<file path="src/rtl/hvb_pkg.sv">
package hvb_pkg;

    localparam int TILE_PIX = 64;
    localparam int GRP_PIX  = 4;
    localparam int QUADS    = 4;
    localparam int GROUPS   = TILE_PIX / GRP_PIX;
    localparam int SIZE_W   = 2 * QUADS;

    typedef enum logic [1:0] {
        SZ_2X2  = 2'd0,
        SZ_4X4  = 2'd1,
        SZ_8X8  = 2'd2,
        SZ_RSVD = 2'd3
    } blk_size_e;

    // Decoded region selection for one tile.
    typedef struct packed {
        logic       sel8;
        logic [3:0] sel4;
    } tile_cfg_t;

    // Z-order position inside a tile.
    typedef struct packed {
        logic [1:0] quad;
        logic [1:0] grp;
        logic [1:0] pos;
    } zidx_t;

    // Sign of the four-point kernel entry (row r, column c): negative when popcount(r&c) is odd.
    function automatic logic wht_neg(input logic [1:0] r, input logic [1:0] c);
        return ^(r & c);
    endfunction

    function automatic tile_cfg_t decode_sizes(input logic [SIZE_W-1:0] sizes);
        tile_cfg_t cfg;
        blk_size_e code;
        logic      all8;
        all8 = 1'b1;
        cfg  = '0;
        for (int q = 0; q < QUADS; q++) begin
            code        = blk_size_e'(sizes[2*q +: 2]);
            cfg.sel4[q] = (code == SZ_4X4) || (code == SZ_8X8);
            all8        = all8 & (code == SZ_8X8);
        end
        cfg.sel8 = all8;
        return cfg;
    endfunction

endpackage

</file>
<file path="src/rtl/hvb_h1_stage.sv">
module hvb_h1_stage
    import hvb_pkg::*;
#(
    parameter  int PIX_W = 8,
    localparam int L1_W  = PIX_W + 2
) (
    input  logic                          clk,
    input  logic                          rst,
    input  logic                          in_valid,
    input  logic [PIX_W-1:0]              in_pix,
    input  logic [SIZE_W-1:0]             in_sizes,
    output logic                          wr_en,
    output logic                          wr_bank,
    output logic [3:0]                    wr_grp,
    output logic [GRP_PIX-1:0][L1_W-1:0]  wr_coef,
    output logic                          tile_done,
    output tile_cfg_t                     tile_cfg
);

    logic [5:0]              pix_cnt;
    zidx_t                   idx;
    logic                    bank;
    tile_cfg_t               cfg_q;
    logic [2:0][PIX_W-1:0]   hold;
    logic signed [L1_W-1:0]  xs [GRP_PIX];
    logic signed [L1_W-1:0]  acc;

    assign idx = zidx_t'(pix_cnt);

    always_ff @(posedge clk) begin
        if (rst) begin
            pix_cnt <= '0;
            bank    <= 1'b0;
            cfg_q   <= '0;
            hold    <= '0;
        end else if (in_valid) begin
            pix_cnt <= pix_cnt + 6'd1;
            case (idx.pos)
                2'd0:    hold[0] <= in_pix;
                2'd1:    hold[1] <= in_pix;
                2'd2:    hold[2] <= in_pix;
                default: ;
            endcase
            if (pix_cnt == 6'd0) begin
                cfg_q <= decode_sizes(in_sizes);
            end
            if (pix_cnt == 6'(TILE_PIX - 1)) begin
                bank <= ~bank;
            end
        end
    end

    // Four-point butterfly over the 2x2 group, fed by three held pixels and the live one.
    always_comb begin
        xs[0] = L1_W'($signed(hold[0]));
        xs[1] = L1_W'($signed(hold[1]));
        xs[2] = L1_W'($signed(hold[2]));
        xs[3] = L1_W'($signed(in_pix));
        acc   = '0;
        for (int k = 0; k < GRP_PIX; k++) begin
            acc = '0;
            for (int i = 0; i < GRP_PIX; i++) begin
                if (wht_neg(2'(k), 2'(i))) acc = acc - xs[i];
                else                       acc = acc + xs[i];
            end
            wr_coef[k] = acc;
        end
    end

    assign wr_en     = in_valid && (idx.pos == 2'd3);
    assign wr_bank   = bank;
    assign wr_grp    = {idx.quad, idx.grp};
    assign tile_done = in_valid && (pix_cnt == 6'(TILE_PIX - 1));
    assign tile_cfg  = cfg_q;

endmodule

</file>
<file path="src/rtl/hvb_tile_store.sv">
module hvb_tile_store
    import hvb_pkg::*;
#(
    parameter  int L1_W  = 10,
    localparam int BANKS = 2
) (
    input  logic                          clk,
    input  logic                          wr_en,
    input  logic                          wr_bank,
    input  logic [3:0]                    wr_grp,
    input  logic [GRP_PIX-1:0][L1_W-1:0]  wr_coef,
    input  logic                          rd_bank,
    input  logic [1:0]                    rd_pos,
    output logic [GROUPS-1:0][L1_W-1:0]   rd_vals
);

    logic [GRP_PIX-1:0][L1_W-1:0] mem [BANKS][GROUPS];

    always_ff @(posedge clk) begin
        if (wr_en) begin
            mem[wr_bank][wr_grp] <= wr_coef;
        end
    end

    // Same coefficient slot of all sixteen 2x2 results, read in parallel.
    for (genvar g = 0; g < GROUPS; g++) begin : g_rd
        assign rd_vals[g] = mem[rd_bank][g][rd_pos];
    end

endmodule

</file>
<file path="src/rtl/hvb_combine.sv">
module hvb_combine
    import hvb_pkg::*;
#(
    parameter  int PIX_W = 8,
    localparam int L1_W  = PIX_W + 2,
    localparam int L2_W  = PIX_W + 4,
    localparam int OUT_W = PIX_W + 6
) (
    input  logic [GROUPS-1:0][L1_W-1:0] vals,
    input  tile_cfg_t                   cfg,
    input  logic [1:0]                  quad,
    input  logic [1:0]                  grp,
    output logic signed [OUT_W-1:0]     coef
);

    logic signed [L2_W-1:0]  lvl2 [QUADS];
    logic signed [L2_W-1:0]  acc4;
    logic signed [OUT_W-1:0] acc8;

    always_comb begin
        acc4 = '0;
        for (int q = 0; q < QUADS; q++) begin
            acc4 = '0;
            for (int j = 0; j < GRP_PIX; j++) begin
                if (wht_neg(grp, 2'(j))) acc4 = acc4 - L2_W'($signed(vals[q*GRP_PIX + j]));
                else                     acc4 = acc4 + L2_W'($signed(vals[q*GRP_PIX + j]));
            end
            lvl2[q] = cfg.sel4[q] ? acc4 : L2_W'($signed(vals[q*GRP_PIX + int'(grp)]));
        end
        acc8 = '0;
        for (int q = 0; q < QUADS; q++) begin
            if (wht_neg(quad, 2'(q))) acc8 = acc8 - OUT_W'(lvl2[q]);
            else                      acc8 = acc8 + OUT_W'(lvl2[q]);
        end
        coef = cfg.sel8 ? acc8 : OUT_W'(lvl2[quad]);
    end

endmodule

</file>
<file path="src/rtl/hadamard_vbs.sv">
module hadamard_vbs
    import hvb_pkg::*;
#(
    parameter  int PIX_W = 8,
    localparam int L1_W  = PIX_W + 2,
    localparam int OUT_W = PIX_W + 6
) (
    input  logic              clk,
    input  logic              rst,
    input  logic              in_valid,
    input  logic [PIX_W-1:0]  in_pix,
    input  logic [SIZE_W-1:0] in_sizes,
    output logic              out_valid,
    output logic [OUT_W-1:0]  out_coef,
    output logic              out_last
);

    logic                         wr_en;
    logic                         wr_bank;
    logic [3:0]                   wr_grp;
    logic [GRP_PIX-1:0][L1_W-1:0] wr_coef;
    logic                         tile_done;
    tile_cfg_t                    tile_cfg;

    logic                         rd_active;
    logic                         rd_bank;
    logic [5:0]                   rd_cnt;
    tile_cfg_t                    rd_cfg;
    zidx_t                        ridx;
    logic [GROUPS-1:0][L1_W-1:0]  rd_vals;
    logic signed [OUT_W-1:0]      coef_next;

    assign ridx = zidx_t'(rd_cnt);

    hvb_h1_stage #(.PIX_W(PIX_W)) u_h1 (
        .clk       (clk),
        .rst       (rst),
        .in_valid  (in_valid),
        .in_pix    (in_pix),
        .in_sizes  (in_sizes),
        .wr_en     (wr_en),
        .wr_bank   (wr_bank),
        .wr_grp    (wr_grp),
        .wr_coef   (wr_coef),
        .tile_done (tile_done),
        .tile_cfg  (tile_cfg)
    );

    hvb_tile_store #(.L1_W(L1_W)) u_store (
        .clk     (clk),
        .wr_en   (wr_en),
        .wr_bank (wr_bank),
        .wr_grp  (wr_grp),
        .wr_coef (wr_coef),
        .rd_bank (rd_bank),
        .rd_pos  (ridx.pos),
        .rd_vals (rd_vals)
    );

    hvb_combine #(.PIX_W(PIX_W)) u_comb (
        .vals (rd_vals),
        .cfg  (rd_cfg),
        .quad (ridx.quad),
        .grp  (ridx.grp),
        .coef (coef_next)
    );

    always_ff @(posedge clk) begin
        if (rst) begin
            rd_active <= 1'b0;
            rd_bank   <= 1'b0;
            rd_cnt    <= '0;
            rd_cfg    <= '0;
            out_valid <= 1'b0;
            out_coef  <= '0;
            out_last  <= 1'b0;
        end else begin
            out_valid <= rd_active;
            out_coef  <= rd_active ? coef_next : '0;
            out_last  <= rd_active && (rd_cnt == 6'(TILE_PIX - 1));
            if (tile_done) begin
                rd_active <= 1'b1;
                rd_bank   <= wr_bank;
                rd_cnt    <= '0;
                rd_cfg    <= tile_cfg;
            end else if (rd_active) begin
                rd_cnt <= rd_cnt + 6'd1;
                if (rd_cnt == 6'(TILE_PIX - 1)) begin
                    rd_active <= 1'b0;
                end
            end
        end
    end

endmodule

</file>
<file path="config.mk">
export PLATFORM = sky130hd
export DESIGN_NAME = hadamard_vbs
export DESIGN_NICKNAME = d
export VERILOG_FILES = /design/src/rtl/hvb_pkg.sv /design/src/rtl/hvb_h1_stage.sv /design/src/rtl/hvb_tile_store.sv /design/src/rtl/hvb_combine.sv /design/src/rtl/hadamard_vbs.sv
export SDC_FILE = /design/constraint.sdc
export NUM_CORES = 2
export LEC_CHECK = 0
export BUFFER_PORTS_ARGS = -buffer_cell sky130_fd_sc_hd__buf_2
export CORE_ASPECT_RATIO = 0.5
export CORE_MARGIN = 2
export CORE_UTILIZATION = 55
export DETAILED_ROUTE_END_ITERATION = 8
export GPL_TIMING_DRIVEN = 0
export HOLD_SLACK_MARGIN = 0.08
export PLACE_DENSITY = 0.75
export SETUP_SLACK_MARGIN = 0.2
export SYNTH_ARGS = -nofsm -noshare
export SYNTH_HDL_FRONTEND = slang
export SYNTH_SLANG_ARGS = --single-unit
</file>
<file path="constraint.sdc">
create_clock -name clk -period 12.5 [get_ports clk]
set_clock_uncertainty 0.15 [all_clocks]
set_input_delay 0 -clock clk [delete_from_list [all_inputs] [get_ports clk]]
set_output_delay 0 -clock clk [all_outputs]
set_load 0.01 [all_outputs]
</file>
Yosys cells after proc, flatten, opt, wreduce, memory -nomap -nowiden:

Memories as Yosys holds them, arrays and structs flattened. A register that Yosys moved wholly into a read port is not among the register bits.
Cells that the tools add are included.

* flip-flop bits (word level): 65
* memory bits (writable): 1280
* input bits: 19
* output and inout port bits: 16
* memories kept: 1

* add/sub/neg operators: 45
* $lt $le $gt $ge: 8
* eq/ne operators: 13
* multiplexer cells: 75
* bitwise logic cells: 7
* reductions and logical operators: 23

Memory list
* u_store.mem: words 2, bits a word 640, rd ports 1, clocked after memory_dff 1, wr ports 1, RTL line hvb_tile_store.sv:17 `logic [GRP_PIX-1:0][L1_W-1:0] mem [BANKS][GROUPS];`

Operator list (number)
* 2-to-1 mux 640 bit: 1
* binary-select mux 10 bit (select 2 bit): 17
* 2-to-1 mux 10 bit: 23
* 2-to-1 mux 12 bit: 18
* demux 40 bit (select 4 bit): 1
* binary-select mux 10 bit (select 4 bit): 3
* adder 12 x 10 -> 12 bit: 8
* less-than comparator 32 x 6 -> 1 bit (second input constant): 3
* subtractor 12 x 10 -> 12 bit: 8
* 2-to-1 mux 14 bit: 4
* adder 10 x 10 -> 11 bit: 4
* subtractor 10 x 10 -> 11 bit: 4
* 2-to-1 mux 40 bit: 1
* adder 14 x 12 -> 14 bit: 2
* subtractor 14 x 12 -> 14 bit: 2
* binary-select mux 12 bit (select 2 bit): 1
* adder 10 x 8 -> 10 bit: 2
* adder 9 x 8 -> 10 bit: 2
* subtractor 10 x 8 -> 10 bit: 2
* subtractor 9 x 8 -> 10 bit: 2
* adder 12 x 12 -> 13 bit: 1
* subtractor 12 x 12 -> 13 bit: 1
* adder 6 x 1 -> 6 bit (second input constant): 2
* == test 2 bit (second input constant): 6
* other kinds (23): 53

Logic depth before layout (Yosys ltp):

* depth in word-level cells: 16
* mapped depth: 52
* gate-level depth less buffers: 43

Cells and area by module:

From an unflattened synthesis, not the netlist that was laid out.

* cells, all modules: 4122
* area total of the unflattened synthesis: 66770.3 um2

Modules (own cells, without submodules)
* hvb_tile_store: instances 1, cells an instance 1895, area an instance 49277.3 um2
* hvb_combine: instances 1, cells an instance 1624, area an instance 12105.4 um2
* hvb_h1_stage: instances 1, cells an instance 518, area an instance 4439.3 um2
* hadamard_vbs: instances 1, cells an instance 85, area an instance 948.4 um2

Worst setup path before layout:

OpenSTA, ideal clock, no wires.

* path kind: reg2reg
* from: register rd_cnt[1]
* to: register out_coef[13]
* library setup time: 0.070 ns
* arrival: 9.816 ns
* data required time: 12.280 ns
* setup slack: 2.464 ns
* stages on the path, launching flop included: 50
* path buffers: 12
* clock period less this slack: 10.036 ns
* cells stage by stage: dfxtp_1 buf_4 buf_4 buf_4 buf_4 buf_4 buf_4 buf_4 buf_4 buf_2 buf_2 buf_1 buf_1 mux2_2 ha_1 a21o_1 a21o_1 a21o_1 [... 14 more ...] nor2_1 xnor2_1 ha_1 nand2_1 nor2_1 a211oi_1 o21ai_0 xor2_1 xnor2_1 ha_1 xnor2_1 ha_1 a21oi_1 o21ai_0 xnor2_1 xnor2_1 xnor3_1 a21oi_1

* cells in the longest elaborated chain, start to end: 16

Ends and longest elaborated chain
* from (decl): RTL line hadamard_vbs.sv:27 `logic [5:0] rd_cnt;`
* from (signal assigned): RTL line hadamard_vbs.sv:87 `rd_cnt <= rd_cnt + 6'd1;`
* binary-select mux 10 bit (select 2 bit): RTL line hvb_tile_store.sv:27 `assign rd_vals[g] = mem[rd_bank][g][rd_pos];`
* 2-to-1 mux 10 bit (implied by the code): RTL line hvb_tile_store.sv:27
* adder 10 x 10 -> 11 bit / subtractor 10 x 10 -> 11 bit (equally long branches): RTL line hvb_combine.sv:26, hvb_combine.sv:25
* 2-to-1 mux 12 bit: RTL line hvb_combine.sv:25 `if (wht_neg(grp, 2'(j))) acc4 = acc4 - L2_W'($signed(vals[q*GRP_PIX + j]));`
* adder 12 x 10 -> 12 bit / subtractor 12 x 10 -> 12 bit (equally long branches): RTL line hvb_combine.sv:26, hvb_combine.sv:25
* 2-to-1 mux 12 bit: RTL line hvb_combine.sv:25
* adder 12 x 10 -> 12 bit / subtractor 12 x 10 -> 12 bit (equally long branches): RTL line hvb_combine.sv:26, hvb_combine.sv:25
* 2-to-1 mux 12 bit: RTL line hvb_combine.sv:25
* 2-to-1 mux 12 bit: RTL line hvb_combine.sv:28 `lvl2[q] = cfg.sel4[q] ? acc4 : L2_W'($signed(vals[q*GRP_PIX + int'(grp)]));`
* adder 12 x 12 -> 13 bit / subtractor 12 x 12 -> 13 bit (equally long branches): RTL line hvb_combine.sv:33, hvb_combine.sv:32
* 2-to-1 mux 14 bit: RTL line hvb_combine.sv:32 `if (wht_neg(quad, 2'(q))) acc8 = acc8 - OUT_W'(lvl2[q]);`
* adder 14 x 12 -> 14 bit / subtractor 14 x 12 -> 14 bit (equally long branches): RTL line hvb_combine.sv:33, hvb_combine.sv:32
* 2-to-1 mux 14 bit: RTL line hvb_combine.sv:32
* adder 14 x 12 -> 14 bit / subtractor 14 x 12 -> 14 bit (equally long branches): RTL line hvb_combine.sv:33, hvb_combine.sv:32
* 2-to-1 mux 14 bit: RTL line hvb_combine.sv:32
* 2-to-1 mux 14 bit *: RTL line hvb_combine.sv:35 `coef = cfg.sel8 ? acc8 : OUT_W'(lvl2[quad]);`
* to (signal assigned): RTL line hadamard_vbs.sv:79 `out_coef <= rd_active ? coef_next : '0;`
* to (decl): RTL line hadamard_vbs.sv:14 `output logic [OUT_W-1:0] out_coef,`

Mark *: on every way between the ends. The rest lies on a longest branch, timed or not. The select of a mux whose other input is x is not followed.
A chain may end at the register's enable or synchronous reset.

Worst setup path in the final report:

* from: register rd_cnt[2]
* to: register out_coef[13]

* cells in the longest elaborated chain, start to end: 14

Ends and longest elaborated chain
* XOR reduction 2 bit: RTL line hvb_pkg.sv:31 `return ^(r & c);`
* 2-to-1 mux 12 bit: RTL line hvb_combine.sv:25
* adder 12 x 10 -> 12 bit / subtractor 12 x 10 -> 12 bit (equally long branches): RTL line hvb_combine.sv:26, hvb_combine.sv:25
* 2-to-1 mux 12 bit: RTL line hvb_combine.sv:25
* adder 12 x 10 -> 12 bit / subtractor 12 x 10 -> 12 bit (equally long branches): RTL line hvb_combine.sv:26, hvb_combine.sv:25
* 2-to-1 mux 12 bit: RTL line hvb_combine.sv:25
* 2-to-1 mux 12 bit: RTL line hvb_combine.sv:28
* adder 12 x 12 -> 13 bit / subtractor 12 x 12 -> 13 bit (equally long branches): RTL line hvb_combine.sv:33, hvb_combine.sv:32
* 2-to-1 mux 14 bit: RTL line hvb_combine.sv:32
* adder 14 x 12 -> 14 bit / subtractor 14 x 12 -> 14 bit (equally long branches): RTL line hvb_combine.sv:33, hvb_combine.sv:32
* 2-to-1 mux 14 bit: RTL line hvb_combine.sv:32
* adder 14 x 12 -> 14 bit / subtractor 14 x 12 -> 14 bit (equally long branches): RTL line hvb_combine.sv:33, hvb_combine.sv:32
* 2-to-1 mux 14 bit: RTL line hvb_combine.sv:32
* 2-to-1 mux 14 bit *: RTL line hvb_combine.sv:35

Marked as above.

==> flow_metrics.py <==
metrics = {
    "worst_hold_path": {
        "holdPathEnd": "u_h1.hold[15]$_SDFFE_PP0P_",
        "min-delay-start": "in_pix[7]",
        "hold_depth": 4,
        "min_path_type": "in2reg",
    },
    "synthesis": {
        "ys_ff_latch": 1346,
        "ys_types": 106,
        "synthCells": 4455,
        "async_reset_ff_share_pct": 0,
        "netlist_area_um2": 67300,
        "ys_top_cells_by_count": "1280 x edfxtp_1, 315 x mux4_2, 313 x nor2_1",
        "ys_warn_count": 0,
        "avgSynthCellArea_um2": 15.1,
        "synth_edf_count": 1280,
        "ys_seq_area_share_pct": 59.1,
        "synth_top_area_share_pct": 57.1,
        "synth_nets": 4776,
        "yosysMostFrequentCell": "edfxtp_1",
        "ys_top_cells_by_area": "edfxtp_1 57%, mux4_2 11%, ha_1 4.6%, mux2i_1 2.2%, xor2_1 2.1%",
        "synth_flop_cell": "edfxtp_1",
        "yosysTopAreaCell": "edfxtp_1",
    },
    "clock_tree": {
        "path_clk_slew_ps": 80,
        "insertion_delay_ps": 780,
        "cts_made_buffers": 114,
        "root_buffer": "clkbuf_16",
        "cts_tree": "done",
        "cts.path.max_buffers": 3,
        "cts.htree.levels": 3,
        "cts_num_sinks": 1346,
    },
    "worst_setup_path": {
        "r2r_start": "rd_cnt[2]$_SDFFE_PP0P_",
        "reg2reg_to": "out_coef[13]$_SDFF_PP0_",
        "cp.required_ps": 13000,
        "critPathMaxStageDelay_ps": 860,
        "crit_fanout": 10,
        "reg2reg_depth": 39,
        "worstPathArrival_ps": 12300,
        "path_class": "reg2reg",
        "r2r_setup_slack_ps": 690,
        "start_kind": "register",
        "slowest_stage": "a221oi_1",
        "end_kind": "register",
        "path_common_cell": "clkbuf_2",
        "cp-startpoint": "rd_cnt[2]$_SDFFE_PP0P_",
    },
    "floorplanning": {
        "rows": 90,
        "die_w_um": 499,
        "dieArea_um2": 125000,
        "io_pins": 35,
        "coreArea_um2": 121000,
        "initial_core_util_pct": 55.7,
        "die_h_um": 251,
    },
    "drt": {
        "drt-pass1-iter-count": 9,
        "routed_wl_um": 238000,
        "viasPerCell": 6.86,
        "wl_per_cell_um": 36.8,
        "vias": 44400,
        "drt_iter0_markers": 8171,
        "drcViolationCount": 0,
        "antenna_left": 0,
    },
    "global_route": {
        "grt_overflow": 0,
        "grt_pass1_vias": 42500,
        "grt_pass1_wl_um": 326000,
        "grt_max_degree": 41,
        "antenna_found_initial": 20,
        "grt_use_total_pct": 37.9,
    },
    "layout": {
        "fin_nets": 5089,
        "area_delta_synth_final_pct": 13.5,
        "fillers": 8466,
        "drive_gt1_share_pct": 19.9,
    },
    "sta": {
        "finalSetupViolCount": 0,
        "post-route-period-util_pct": 94.5,
        "finalHoldViolCount": 0,
        "drv_slew": 47,
        "fmax_mhz": 84.7,
        "hold_ws_ps": 111,
        "rsz0062_at_grt": "false",
        "period_needed_ps": 11810,
        "maxSlewHeadroom_pct": -11.8,
        "worst_pin_slew_ps": 1660,
        "setup_tns_ps": 0,
    },
    "placement": {
        "routabilityCongestion": 1.02,
        "hpwl_um": 178000,
        "io_buffers": 32,
    },
    "flow_run": {
        "drv_cap": 13,
    },
    "run_status": {
        "outcome": "complete, but fails checks",
        "violations": "capacitance limit, slew limit",
    },
    "power": {
        "ir_drop_mv": 0.240,
        "p_leak_nw": 26.1,
        "power_density_nw_per_um2": 162,
    },
}
critical path, delay by kind of cell, from the launching register on:
family	cells	cell delay, ps
flops	1	750
simple gates	7	1460
compound gates	11	2920
buf+inv	7	3240
xor+xnor	9	1620
fa+ha+maj	5	1530
cell usage in the layout, fill, tap and decap left out, types with 55 or more instances in the layout:
master / instances
mux2i_1: 134
nor2_1: 286
inv_1: 191
clkbuf_1: 77
a21oi_1: 248
nand2_1: 210
edfxtp_1: 1280
ha_1: 244
o21ai_0: 97
nor3_1: 73
xor2_1: 158
mux4_2: 315
buf_6: 65
buf_2: 55
xnor2_1: 138
dfxtp_1: 64
a21o_1: 68
clkbuf_16: 116
registers in the layout (all words and copies together), names as in the netlist, 5 cells and up, named ones only:
| name | count |
|---|---|
| u_store.mem | 1280 |
| u_h1.hold | 24 |
| out_coef | 14 |
| rd_cnt | 6 |
| u_h1.idx | 6 |
| rd_cfg | 5 |
| u_h1.tile_cfg | 5 |
report_power, final:
part	total [mW]	internal (mW)	switching (mW)
combinational	2.93	0.753	2.18
sequential	5.85	5.84	0.00811
clock	3.60	1.86	1.74
metal layers:
layer	up-vias	wire length, um	track usage [%]
met2	3645	92800	50.1
li1	17800	-	-
met4	12	7660	10.7
met1	22400	88400	52.9
met3	498	48900	21.8
met5	-	237	0.837
area by class of cell:
class	count	area, um2	share of cell area, %
well taps	1610	2010	2.64
diodes	2	5.00	0.00655
repair buffers	197	2560	3.35
clock buffers	137	2980	3.90
multi-input cells	2718	26300	34.4
clock inverters	74	686	0.897
inverters	200	751	0.983
plain buffers	191	1380	1.81
flip-flops and latches	1346	39800	52.0
metrics by stage:
stage	total power, mW	area (um2)	setup slack (ps)	cells	util [%]
after floorplan	6.72	67300	2460	4455	-
after global placement	8.05	69500	-1660	6097	57.5
after detailed placement	8.67	72000	-1750	6219	59.6
after CTS	12.2	76200	216	6469	63.0
after global routing	12.5	76400	181	6473	63.2
final	12.4	76400	693	6475	63.2
worst max-delay path by stage:
| stage | slack (ps) | cells after the start | to |
|---|---|---|---|
| floorplan | 2460 | 49 | out_coef[13]$_SDFF_PP0_ |
| detailed placement | -1750 | 48 | out_coef[13]$_SDFF_PP0_ |
| finish | 690 | 39 | out_coef[13]$_SDFF_PP0_ |
| global route | 180 | 53 | out_coef[13]$_SDFF_PP0_ |
| global placement | -1660 | 48 | out_coef[13]$_SDFF_PP0_ |
| CTS | 220 | 44 | out_coef[13]$_SDFF_PP0_ |
repair_timing:
| action | in CTS | in global routing |
|---|---|---|
| pin swaps | 1 | 1 |
| gates resized for setup | 41 | 49 |
| setup buffers | 2 | 1 |
| setup endpoints to repair | 9 | 3 |
| endpoints found under the hold margin | 87 | 0 |
| hold buffers | 37 | 0 |
kinds of logic (layout without fill, tap and decap cells):
| group | after synthesis | count (layout) | share of synthesized area (%) |
|---|---|---|---|
| flops | 1346 | 1346 | 59.1 |
| simple gates | 833 | 833 | 5.74 |
| compound gates | 706 | 706 | 6.78 |
| mux | 546 | 546 | 14.8 |
| buf+inv | 391 | 799 | 2.99 |
| xor+xnor | 331 | 331 | 4.38 |
| fa+ha+maj | 302 | 302 | 6.22 |
| other cells | 0 | 2 | 0 |
Power figures use the tool's default switching activity.
